[src/rtl/ide_bmc_pkg.sv]
package ide_bmc_pkg;
   localparam int unsigned REG_W       = 32;
   localparam int unsigned BE_W        = REG_W / 8;
   localparam int unsigned BIT_EN      = 0;
   localparam int unsigned BIT_DIR     = 3;
   localparam int unsigned BIT_ACT     = 16;
   localparam int unsigned BIT_ERR     = 17;
   localparam int unsigned BIT_CMP     = 18;
   localparam int unsigned BIT_FIFO    = 19;
   localparam int unsigned BIT_WDOG    = 20;
   localparam int unsigned BIT_CAP_LO  = 21;
   localparam int unsigned BIT_SIMPLEX = 23;
   localparam int unsigned CAP_W       = 2;

   // decoded write request for one clock
   typedef struct packed {
      logic             lane_ctl;   // lane holding enable and direction
      logic             lane_sts;   // lane holding status and capability bits
      logic             en_val;
      logic             dir_val;
      logic [CAP_W-1:0] cap_val;
      logic             clr_err;
      logic             clr_cmp;
   } bmc_wreq_t;

   typedef struct packed {
      logic             en;
      logic             dir;
      logic [CAP_W-1:0] cap;
   } bmc_ctrl_t;

   typedef struct packed {
      logic act;
      logic err;
      logic cmp;
   } bmc_stat_t;
endpackage

[src/rtl/bmc_wr_decode.sv]
module bmc_wr_decode
   import ide_bmc_pkg::*;
#(
   parameter int unsigned ADDR_W     = 8,
   parameter int unsigned REG_OFFSET = 'h18
) (
   input  logic [ADDR_W-1:0] addr,
   input  logic              wr,
   input  logic              rd,
   input  logic [BE_W-1:0]   be,
   input  logic [REG_W-1:0]  wdata,
   output bmc_wreq_t         wreq,
   output logic              rd_hit
);
   localparam logic [ADDR_W-1:0] OFF = ADDR_W'(REG_OFFSET);
   localparam int unsigned LANE_CTL = BIT_EN / 8;
   localparam int unsigned LANE_STS = BIT_ACT / 8;

   logic            hit;
   logic [BE_W-1:0] lane_wr;

   assign hit    = (addr == OFF);
   assign rd_hit = rd & hit;

   for (genvar gl = 0; gl < BE_W; gl++) begin : g_lane
      assign lane_wr[gl] = wr & hit & be[gl];
   end

   always_comb begin
      wreq          = '0;
      wreq.lane_ctl = lane_wr[LANE_CTL];
      wreq.lane_sts = lane_wr[LANE_STS];
      wreq.en_val   = wdata[BIT_EN];
      wreq.dir_val  = wdata[BIT_DIR];
      wreq.cap_val  = wdata[BIT_CAP_LO +: CAP_W];
      wreq.clr_err  = lane_wr[LANE_STS] & wdata[BIT_ERR];
      wreq.clr_cmp  = lane_wr[LANE_STS] & wdata[BIT_CMP];
   end

   logic wdata_unused;
   assign wdata_unused = ^{wdata[REG_W-1:BIT_SIMPLEX], wdata[BIT_WDOG:BIT_ACT],
                           wdata[BIT_ACT-1:BIT_DIR+1], wdata[BIT_DIR-1:BIT_EN+1]};
endmodule

[src/rtl/bmc_ctrl_regs.sv]
module bmc_ctrl_regs
   import ide_bmc_pkg::*;
#(
   parameter logic [CAP_W-1:0] CAP_RST = '0
) (
   input  logic      clk,
   input  logic      rst_n,
   input  bmc_wreq_t wreq,
   input  logic      act_q,
   output bmc_ctrl_t ctrl_q,
   output logic      en_next,
   output logic      abort_q
);
   logic abort_req;

   assign en_next   = wreq.lane_ctl ? wreq.en_val : ctrl_q.en;
   assign abort_req = wreq.lane_ctl & ~wreq.en_val & ctrl_q.en & act_q;

   always_ff @(posedge clk) begin
      if (!rst_n) begin
         ctrl_q.en  <= 1'b0;
         ctrl_q.dir <= 1'b0;
         ctrl_q.cap <= CAP_RST;
         abort_q    <= 1'b0;
      end else begin
         ctrl_q.en <= en_next;
         if (wreq.lane_ctl) ctrl_q.dir <= wreq.dir_val;
         if (wreq.lane_sts) ctrl_q.cap <= wreq.cap_val;
         abort_q <= abort_req;
      end
   end
endmodule

[src/rtl/bmc_status.sv]
module bmc_status
   import ide_bmc_pkg::*;
(
   input  logic      clk,
   input  logic      rst_n,
   input  bmc_wreq_t wreq,
   input  logic      en_q,
   input  logic      en_next,
   input  logic      dir_q,
   input  logic      eng_active,
   input  logic      eng_done,
   input  logic      eng_bus_err,
   input  logic      dev_irq,
   output bmc_stat_t stat_q,
   output logic      done_seen_q
);
   logic drained;
   logic cmp_set;
   logic err_set;

   assign drained = done_seen_q | eng_done;
   assign cmp_set = en_q & dev_irq & (dir_q ? drained : 1'b1);
   assign err_set = en_q & eng_bus_err;

   always_ff @(posedge clk) begin
      if (!rst_n) begin
         stat_q      <= '0;
         done_seen_q <= 1'b0;
      end else begin
         done_seen_q <= en_next & drained;
         stat_q.act  <= en_next & eng_active & ~eng_done;
         if (err_set)           stat_q.err <= 1'b1;
         else if (wreq.clr_err) stat_q.err <= 1'b0;
         if (!en_next)          stat_q.cmp <= 1'b0;
         else if (cmp_set)      stat_q.cmp <= 1'b1;
         else if (wreq.clr_cmp) stat_q.cmp <= 1'b0;
      end
   end
endmodule

[src/rtl/ide_bm_ctrl.sv]
module ide_bm_ctrl
   import ide_bmc_pkg::*;
#(
   parameter int unsigned      ADDR_W     = 8,
   parameter int unsigned      REG_OFFSET = 'h18,
   parameter bit               READ_REG   = 1'b0,
   parameter logic [CAP_W-1:0] CAP_RST    = '0
) (
   input  logic              clk,
   input  logic              rst_n,
   input  logic [ADDR_W-1:0] reg_addr,
   input  logic              reg_wr,
   input  logic              reg_rd,
   input  logic [3:0]        reg_be,
   input  logic [31:0]       reg_wdata,
   output logic [31:0]       reg_rdata,
   input  logic              eng_active,
   input  logic              eng_done,
   input  logic              eng_bus_err,
   input  logic              fifo_empty,
   input  logic              dev_irq,
   input  logic              wdog_flag,
   input  logic              tf_access,
   output logic              tf_target_abort,
   output logic              dma_en,
   output logic              dma_to_mem,
   output logic              dma_abort
);
   if (ADDR_W < 3) begin : g_bad_addr
      $error("ide_bm_ctrl: ADDR_W too small for a word offset");
   end
   if ((REG_OFFSET % 4) != 0 || REG_OFFSET >= (1 << ADDR_W)) begin : g_bad_off
      $error("ide_bm_ctrl: REG_OFFSET must be word aligned and addressable");
   end

   bmc_wreq_t   wreq;
   bmc_ctrl_t   ctrl_q;
   bmc_stat_t   stat_q;
   logic        rd_hit;
   logic        en_next;
   logic        done_seen_q;
   logic        abort_q;
   logic [31:0] word;

   bmc_wr_decode #(.ADDR_W(ADDR_W), .REG_OFFSET(REG_OFFSET)) u_dec (
      .addr(reg_addr), .wr(reg_wr), .rd(reg_rd), .be(reg_be),
      .wdata(reg_wdata), .wreq(wreq), .rd_hit(rd_hit)
   );

   bmc_ctrl_regs #(.CAP_RST(CAP_RST)) u_ctl (
      .clk(clk), .rst_n(rst_n), .wreq(wreq), .act_q(stat_q.act),
      .ctrl_q(ctrl_q), .en_next(en_next), .abort_q(abort_q)
   );

   bmc_status u_sts (
      .clk(clk), .rst_n(rst_n), .wreq(wreq), .en_q(ctrl_q.en), .en_next(en_next),
      .dir_q(ctrl_q.dir), .eng_active(eng_active), .eng_done(eng_done),
      .eng_bus_err(eng_bus_err), .dev_irq(dev_irq),
      .stat_q(stat_q), .done_seen_q(done_seen_q)
   );

   always_comb begin
      word                          = '0;
      word[BIT_EN]                  = ctrl_q.en;
      word[BIT_DIR]                 = ctrl_q.dir;
      word[BIT_ACT]                 = stat_q.act;
      word[BIT_ERR]                 = stat_q.err;
      word[BIT_CMP]                 = ctrl_q.en ? stat_q.cmp : dev_irq;
      word[BIT_FIFO]                = fifo_empty;
      word[BIT_WDOG]                = wdog_flag;
      word[BIT_CAP_LO +: CAP_W]     = ctrl_q.cap;
   end

   if (READ_REG) begin : g_rd_reg
      logic [31:0] rdata_q;
      always_ff @(posedge clk) begin
         if (!rst_n) rdata_q <= '0;
         else        rdata_q <= rd_hit ? word : '0;
      end
      assign reg_rdata = rdata_q;
   end else begin : g_rd_comb
      assign reg_rdata = rd_hit ? word : '0;
   end

   assign dma_en          = ctrl_q.en;
   assign dma_to_mem      = ctrl_q.dir;
   assign dma_abort       = abort_q;
   assign tf_target_abort = tf_access & ctrl_q.en;
endmodule

[config.mk]
export PLATFORM = sky130hd
export DESIGN_NAME = ide_bm_ctrl
export DESIGN_NICKNAME = d
export VERILOG_FILES = /design/src/rtl/ide_bmc_pkg.sv /design/src/rtl/bmc_wr_decode.sv /design/src/rtl/bmc_ctrl_regs.sv /design/src/rtl/bmc_status.sv /design/src/rtl/ide_bm_ctrl.sv
export SDC_FILE = /design/constraint.sdc
export NUM_CORES = 1
export LEC_CHECK = 0
export ABC_CLOCK_PERIOD_IN_PS = 2100
export CORE_UTILIZATION = 25
export DETAILED_ROUTE_END_ITERATION = 8
export PLACE_DENSITY = 0.92
export SKIP_CTS_REPAIR_TIMING = 1
export SLEW_MARGIN = 40
export SYNTH_ARGS = -nofsm -noshare
export SYNTH_HDL_FRONTEND = slang
export SYNTH_SLANG_ARGS = --single-unit
[constraint.sdc]
create_clock -name clk -period 2.1 [get_ports clk]
set_input_delay 0.42 -clock clk [delete_from_list [all_inputs] [get_ports clk]]
set_output_delay 0.42 -clock clk [all_outputs]
set_load 0.02 [all_outputs]
; ---- Word-level counts from Yosys, hierarchy flattened
; Cells that the tools add are included.
[totals]
reg_bits = 9
latch_bits = 0
ram_bits = 0
romBits = 0
in_bits = 55
output_inout_bits = 36
wordCells = 39
mem_count = 0
[classes]
n_addsub = 0
mul = 0
div = 0
n_lt_le_gt_ge = 0
n_eq_ne = 1
shifts = 0
mux = 8
bitwise = 19
reduce_logical = 3
[op_table]
columns = op, count
row1 = two-way mux 23 bit, 1
row2 = AND 1 bit, 16
row3 = "== test 8 x 5 -> 1 bit, second input constant", 1
row4 = two-way mux 1 bit, 7
row5 = nonzero test 2 bit, 2
row6 = inverter 1 bit, 2
row7 = AND reduction 2 bit, 1
row8 = bitwise OR 1 bit, 1

; ---- Depth between registers and ports, before layout
; Gate-level depths: netlist of the first run.
[depth]
depth_word = 6
depth_mapped = 4
ltp_nobuf = 3

; ---- Modules after synthesis
; Synthesis of the first run repeated with hierarchy kept, for this count alone.
[unflattened]
cells_unflattened = 81
area_unflattened_um2 = 700.7
[modules_own_cells]
columns = module, n_inst, cells_each, area_each_um2, seq_area_each_um2
row1 = ide_bm_ctrl, 1, 35, 251.5, 0.0
row2 = bmc_ctrl_regs, 1, 15, 186.4, 100.1
row3 = bmc_status, 1, 15, 162.7, 80.1
row4 = bmc_wr_decode, 1, 16, 100.1, 0.0

; ---- Least setup slack after synthesis of the first run
; No wires, ideal clock.
[synth_path]
path_kind = input to output
from = input port reg_addr[5]
to = output port reg_rdata[18]
arrival_ns = 1.557
t_required_ns = 1.680
slack_ns = 0.123
path_stages = 4
n_path_buf = 1
path_cell_list = nor4b_1 -> and3_1 -> clkbuf_1 -> nor2b_1
[synth_between]
elab_chain_len = 3
[synth_lines]
columns = item, line
row1 = start: declaration, ide_bm_ctrl.sv:11  ; input logic [ADDR_W-1:0] reg_addr,
row2 = == test 8 x 5 -> 1 bit, bmc_wr_decode.sv:22  ; assign hit = (addr == OFF);
row3 = AND 1 bit, bmc_wr_decode.sv:23  ; assign rd_hit = rd & hit;
row4 = two-way mux 23 bit, ide_bm_ctrl.sv:82  ; assign reg_rdata = rd_hit ? word : '0;
row5 = end: declaration, ide_bm_ctrl.sv:16  ; output logic [31:0] reg_rdata,
; No other way between the ends.

; ---- Worst setup path in the final report of the first run
[layout_path]
from = input port tf_access
to = output port tf_target_abort
[layout_between]
elab_chain_len = 1
[layout_lines]
columns = item, line
row1 = start: declaration, ide_bm_ctrl.sv:23  ; input logic tf_access,
row2 = AND 1 bit, ide_bm_ctrl.sv:88  ; assign tf_target_abort = tf_access & ctrl_q.en;
row3 = end: declaration, ide_bm_ctrl.sv:24  ; output logic tf_target_abort,
; No other way between the ends.

==> results.ini, run 1 <==
[detailed_routing]
antenna_left = 0
drtPass1Iterations = 4
drtIter0Drc = 7
drt_wl_total_mm = 1.84
drcViolationCount = 0
vias = 732
wl_per_cell_um = 11.1
viasPerCell = 4.41

[cts]
cts.sinks = 9
cts.path.max_buffers = 2
cts_tree = yes
clk_pin_slew_ps = 70
clkLatencyLatePin_ps = 270
cts-root-buf = clkbuf_4
cts_buffers = 3
cts.htree.levels = 1

[logic_synthesis]
avgSynthCellArea_um2 = 8.18
synthSimpleGateAreaFrac_pct = 29.5
postSynthCellCount = 85
synth-compound-area-share_pct = 13.8
synthMuxAreaShare_pct = 1.44
synth_top_family_by_area = simple AND/OR/NAND/NOR gates
ys_ff_latch = 9
ys_seq_area_share_pct = 25.9
netlist_area_um2 = 696
synth_fa_ha_area_share_pct = 0
synth_xor_area_share_pct = 0
ys_types = 28
async_reset_ff_share_pct = 0
ys_warn_count = 0
synth_edf_count = 0
ys.flop_type = dfxtp_1

[sta]
rsz0062_at_grt = false
postLayoutSetupSlackWorst_ps = 116
setup_viol = 0
finClkSkew_ps = 7.89
period_share_pct = 94.5
finalCriticalPeriod_ps = 1980
final_max_slew_viol_count = 0
max_freq_ghz = 0.504
finalHoldViolations = 0

[layout]
fin_nets = 192
syn_to_final_growth_pct = 65.5
fin_area_um2 = 1150
final_cell_mix = conb_1, clkdlybuf4s50_1, buf_4, and2_1, dfxtp_1
layout.cells.non_filler = 166
n_antenna_cell = 0
drive_above_1_share_pct = 22.1
final_common_cell = conb_1

[worst_setup_path]
critPathLaunchType = input pin
worstPathRequired_ps = 1680
crit_path_end_kind = output pin
worstPathArrival_ps = 1560
worstPathMaxFanout = 1
worstSetupPathType = in2out

[floorplan]
die_height_um = 54.8
num_rows = 18
start_util_pct = 27.3
die_w_um = 54.8
coreArea_um2 = 2540
dieArea_um2 = 3000
ios = 91

[min_path]
hold_path_class = reg2reg

[power_and_ir_drop]
power_density_nw_per_um2 = 370
power.leakage_uw = 0.000554
ir_worst_vdd_mv = 0.155

[placement]
placedCellCount = 159
gp_congestion = 0.824
port_buffers = 39
dpl_cell_area_um2 = 1080
post-place-ws_ps = -749
place_hpwl_mm = 1.40

[global_routing]
grt_overflow = 0
grt_usage_pct = 11.9
grt_pass1_wl_mm = 2.51
grt_pass1_vias = 625
grt_max_degree = 10
antenna_found_initial = 0

[outcome]
outcome = complete, no violations

[run]
drv_cap = 0

-- path summary, 6_finish.rpt --
check                  start  depth (start not counted)               to  slack (ps)
max                tf_access                          3  tf_target_abort         120
min reg2reg  u_sts.stat_q[2]                          2    u_ctl.abort_q         480
min          u_sts.stat_q[2]                          2    u_ctl.abort_q         480
max reg2reg  u_ctl.ctrl_q[3]                          4  u_sts.stat_q[0]        1090
-- per-layer routing --
layer / up-vias / wire length, um / global-route usage, %
li1: 355 / - / -
met1: 323 / 735 / 13.7
met2: 49 / 871 / 20.5
met3: 5 / 183 / 1.11
met4: 0 / 48 / 8.12
met5: - / 0 / 0
-- synthesized netlist by cell type (2+ instances only) --
master	instances	area [um^2]
inv_1	2	7.51
nand4_1	2	12.5
o31ai_1	5	37.5
buf_4	23	173
nand2_1	6	22.5
nor4b_1	2	17.5
nand3_1	2	10.0
dfxtp_1	9	180
and2_1	10	62.6
a21oi_1	6	30.0
-- per-stage QoR --
step / TNS (ps) / power (uW) / utilization, % / hold slack, ps
after detailed placement: -7570 / 283 / 42.5 / 468
after global routing: 0 / 449 / 45.2 / 503
after global placement: -7690 / 282 / 42.5 / 460
final: 0 / 426 / 45.2 / 479
after CTS: -6730 / 418 / 43.5 / 481
after floorplan: 0 / 257 / - / 444
-- layout make-up --
cell class | instances | area (um^2)
tap | 30 | 37.5
timing repair buffer | 50 | 464
fill | 251 | 1390
multi-input combinational | 71 | 435
sequential | 9 | 180
clock buffer | 4 | 26.3
inverter | 2 | 7.51
-- state kept, by name, summed over array words and instances (netlist names) --
register           count
u_sts.stat_q           3
u_ctl.abort_q          1
u_sts.done_seen_q      1
u_ctl.ctrl_q           4
-- where the power goes --
| group | total, uW | internal, uW | switching, uW |
|---|---|---|---|
| Sequential | 171 | 171 | 0.0486 |
| Combinational | 114 | 52.5 | 61.4 |
| Clock | 141 | 73.5 | 67.8 |
| Total | 426 | 297 | 129 |
-- kinds of logic after synthesis --
family / Yosys count
flops: 9
compound gates: 14
simple gates: 32
buf+inv: 28
mux: 1
other cells: 1
-- critical path, stage by stage --
cell and delay, ps:
clkdlybuf4s50_1 450, and2_1 110, clkdlybuf4s50_1 590
(Power assumes the default switching activity.)
==> inputs of run 2 (changes only) <==
--- a/config.mk
+++ b/config.mk
@@ -5,7 +5,7 @@
 export SDC_FILE = /design/constraint.sdc
 export NUM_CORES = 1
 export LEC_CHECK = 0
-export ABC_CLOCK_PERIOD_IN_PS = 2100
+export ABC_CLOCK_PERIOD_IN_PS = 1950
 export CORE_UTILIZATION = 25
 export DETAILED_ROUTE_END_ITERATION = 8
 export PLACE_DENSITY = 0.92
==> constraint.sdc (replaced) <==
create_clock -name clk -period 1.95 [get_ports clk]
set_input_delay 0.39 -clock clk [delete_from_list [all_inputs] [get_ports clk]]
set_output_delay 0.39 -clock clk [all_outputs]
set_load 0.02 [all_outputs]
==> results.ini, run 2 (synthesis results as in run 1) <==
[outcome]
outcome = complete, no violations

[detailed_routing]
wl_per_cell_um = 11.3  ; +2.5%
drt_wl_total_mm = 1.90  ; +3.1%
drt-met1-wl_um = 774  ; +5.3%
vias = 721  ; -1.5%
drtIter0Drc = 2  ; -5
met2_length_um = 941  ; +8.0%
met3_length_um = 158  ; -14%
top_layer = met4
antenna_left = 0  ; unchanged
drcViolationCount = 0  ; unchanged
viasPerCell = 4.32  ; -2.1%
drtPass1Iterations = 2  ; -2

[power_and_ir_drop]
ir_worst_vdd_mv = 0.175  ; +13%
power.leakage_uw = 0.000584  ; +5.4%
power_uw = 455  ; +6.8%
power_density_nw_per_um2 = 384  ; +3.8%

[placement]
gp_congestion = 0.841  ; +2.0%
port_buffers = 39  ; unchanged
place_hpwl_mm = 1.47  ; +5.0%

[sta]
finClkSkew_ps = 3.02  ; -4.87 ps
max_freq_ghz = 0.545
final_max_slew_viol_count = 0  ; unchanged
finalHoldViolations = 0  ; unchanged
period_share_pct = 94.0
hold_slack_ps = 482  ; +3.65 ps
finalCriticalPeriod_ps = 1830
setup_viol = 0  ; unchanged
fin_tns_setup_ps = 0  ; unchanged
rsz0062_at_grt = false

[layout]
seqCellArea_um2 = 180  ; unchanged
fin_nets = 193  ; +0.52%
multiInputGateArea_um2 = 448  ; +2.9%
final_common_cell = conb_1
syn_to_final_growth_pct = 70.3
top_regs = u_ctl.ctrl_q x4, u_sts.stat_q x3
largest_register_ffs = 4  ; unchanged
fillers = 255  ; +1.6%
n_antenna_cell = 0  ; unchanged
largest-register = u_ctl.ctrl_q
drive_above_1_share_pct = 24.8  ; +2.8 points
final_cell_mix = conb_1, clkdlybuf4s50_1, buf_4, dlymetal6s2s_1, dfxtp_1
fin_util_pct = 46.6  ; +1.3 points

[global_routing]
grt_max_degree = 10  ; unchanged
grt_overflow = 0  ; unchanged
grt_pass1_vias = 602  ; -3.7%
grt_usage_pct = 11.7  ; -0.25 points
antenna_found_initial = 0  ; unchanged
grt_pass1_wl_mm = 2.46  ; -1.9%

[cts]
cts_buffers = 3  ; unchanged
cts.sinks = 9  ; unchanged
cts.path.max_buffers = 2  ; unchanged
cts-root-buf = clkbuf_4
clk_pin_slew_ps = 60  ; about the same
cts_tree = yes
cts.htree.levels = 1  ; unchanged
clkLatencyLatePin_ps = 260  ; about the same

[worst_setup_path]
regToRegSetupSlack_ps = 910  ; -180 ps
worstPathRequired_ps = 1560  ; -120 ps
worstPathArrival_ps = 1440  ; -120 ps
r2r-start = u_ctl.ctrl_q[3]
timing.rr.end = u_sts.stat_q[0]
worstPathMaxFanout = 4  ; +3
critPathLaunchType = input pin
worstSetupPathType = in2out
crit_path_end_kind = output pin
reg2reg_depth = 4  ; unchanged
startpoint = reg_addr[6]

[floorplan]
die_height_um = 54.8  ; unchanged
ios = 91  ; unchanged
die_w_um = 54.8  ; unchanged
num_rows = 18  ; unchanged
coreArea_um2 = 2540  ; unchanged
start_util_pct = 27.3  ; unchanged
dieArea_um2 = 3000  ; unchanged

[min_path]
hold-path-endpoint = u_sts.stat_q[0]
holdPathStages = 2  ; unchanged
holdCritStartpoint = u_sts.stat_q[0]
hold_path_class = reg2reg

[run]
drv_cap = 0  ; unchanged

-- run 2: cell count changes in the layout (fill, tap and decap cells not counted), sizes merged --
cell           previous run  this run
buf                      16        19
clkbuf                    8         6
clkdlybuf4s50            22        21
dlymetal6s2s              8         9
-- run 2: stage by stage --
stage	instance area (um^2)	worst slack, ps	std cells
4_1_cts	1110	-886	164
2_1_floorplan	778	33.0	107
3_3_place_gp	1090	-880	160
6_report	1180	116	167
3_5_place_dp	1090	-878	160
5_1_grt	1180	44.4	167
-- run 2: power by group --
part	internal (uW)	switching, uW	leakage (uW)	total [uW]
sequential	184	0.0618	0.0000724	184
combinational	57.9	66.8	0.000497	125
clock	79.0	67.3	0.0000150	146
-- run 2: critical path: stages --
cell and delay [ps]:
dlymetal6s2s_1 160, nor4b_4 340, and3_4 270, and2_1 120
clkbuf_2 160
-- run 2: worst max path at each step --
stage,endpoint,depth (start not counted)
final,reg_rdata[3],5
after global routing,reg_rdata[18],5
after CTS,reg_rdata[21],6
after detailed placement,reg_rdata[21],6
after global placement,reg_rdata[18],6
after floorplan,reg_rdata[18],4
-- run 2: layout make-up --
class                      instances  share of cell area, %
sequential                         9                   15.2
clock buffer                       4                   2.22
inverter                           2                  0.634
tap                               30                   3.17
timing repair buffer              51                   41.0
multi-input combinational         71                   37.8
-- run 2: routing by layer --
metal  vias up  global-route usage [%]
li1        357                       -
met1       317                    12.8
met2        45                    21.1
met3         2                    1.67
met4         0                    6.41
met5         -                       0
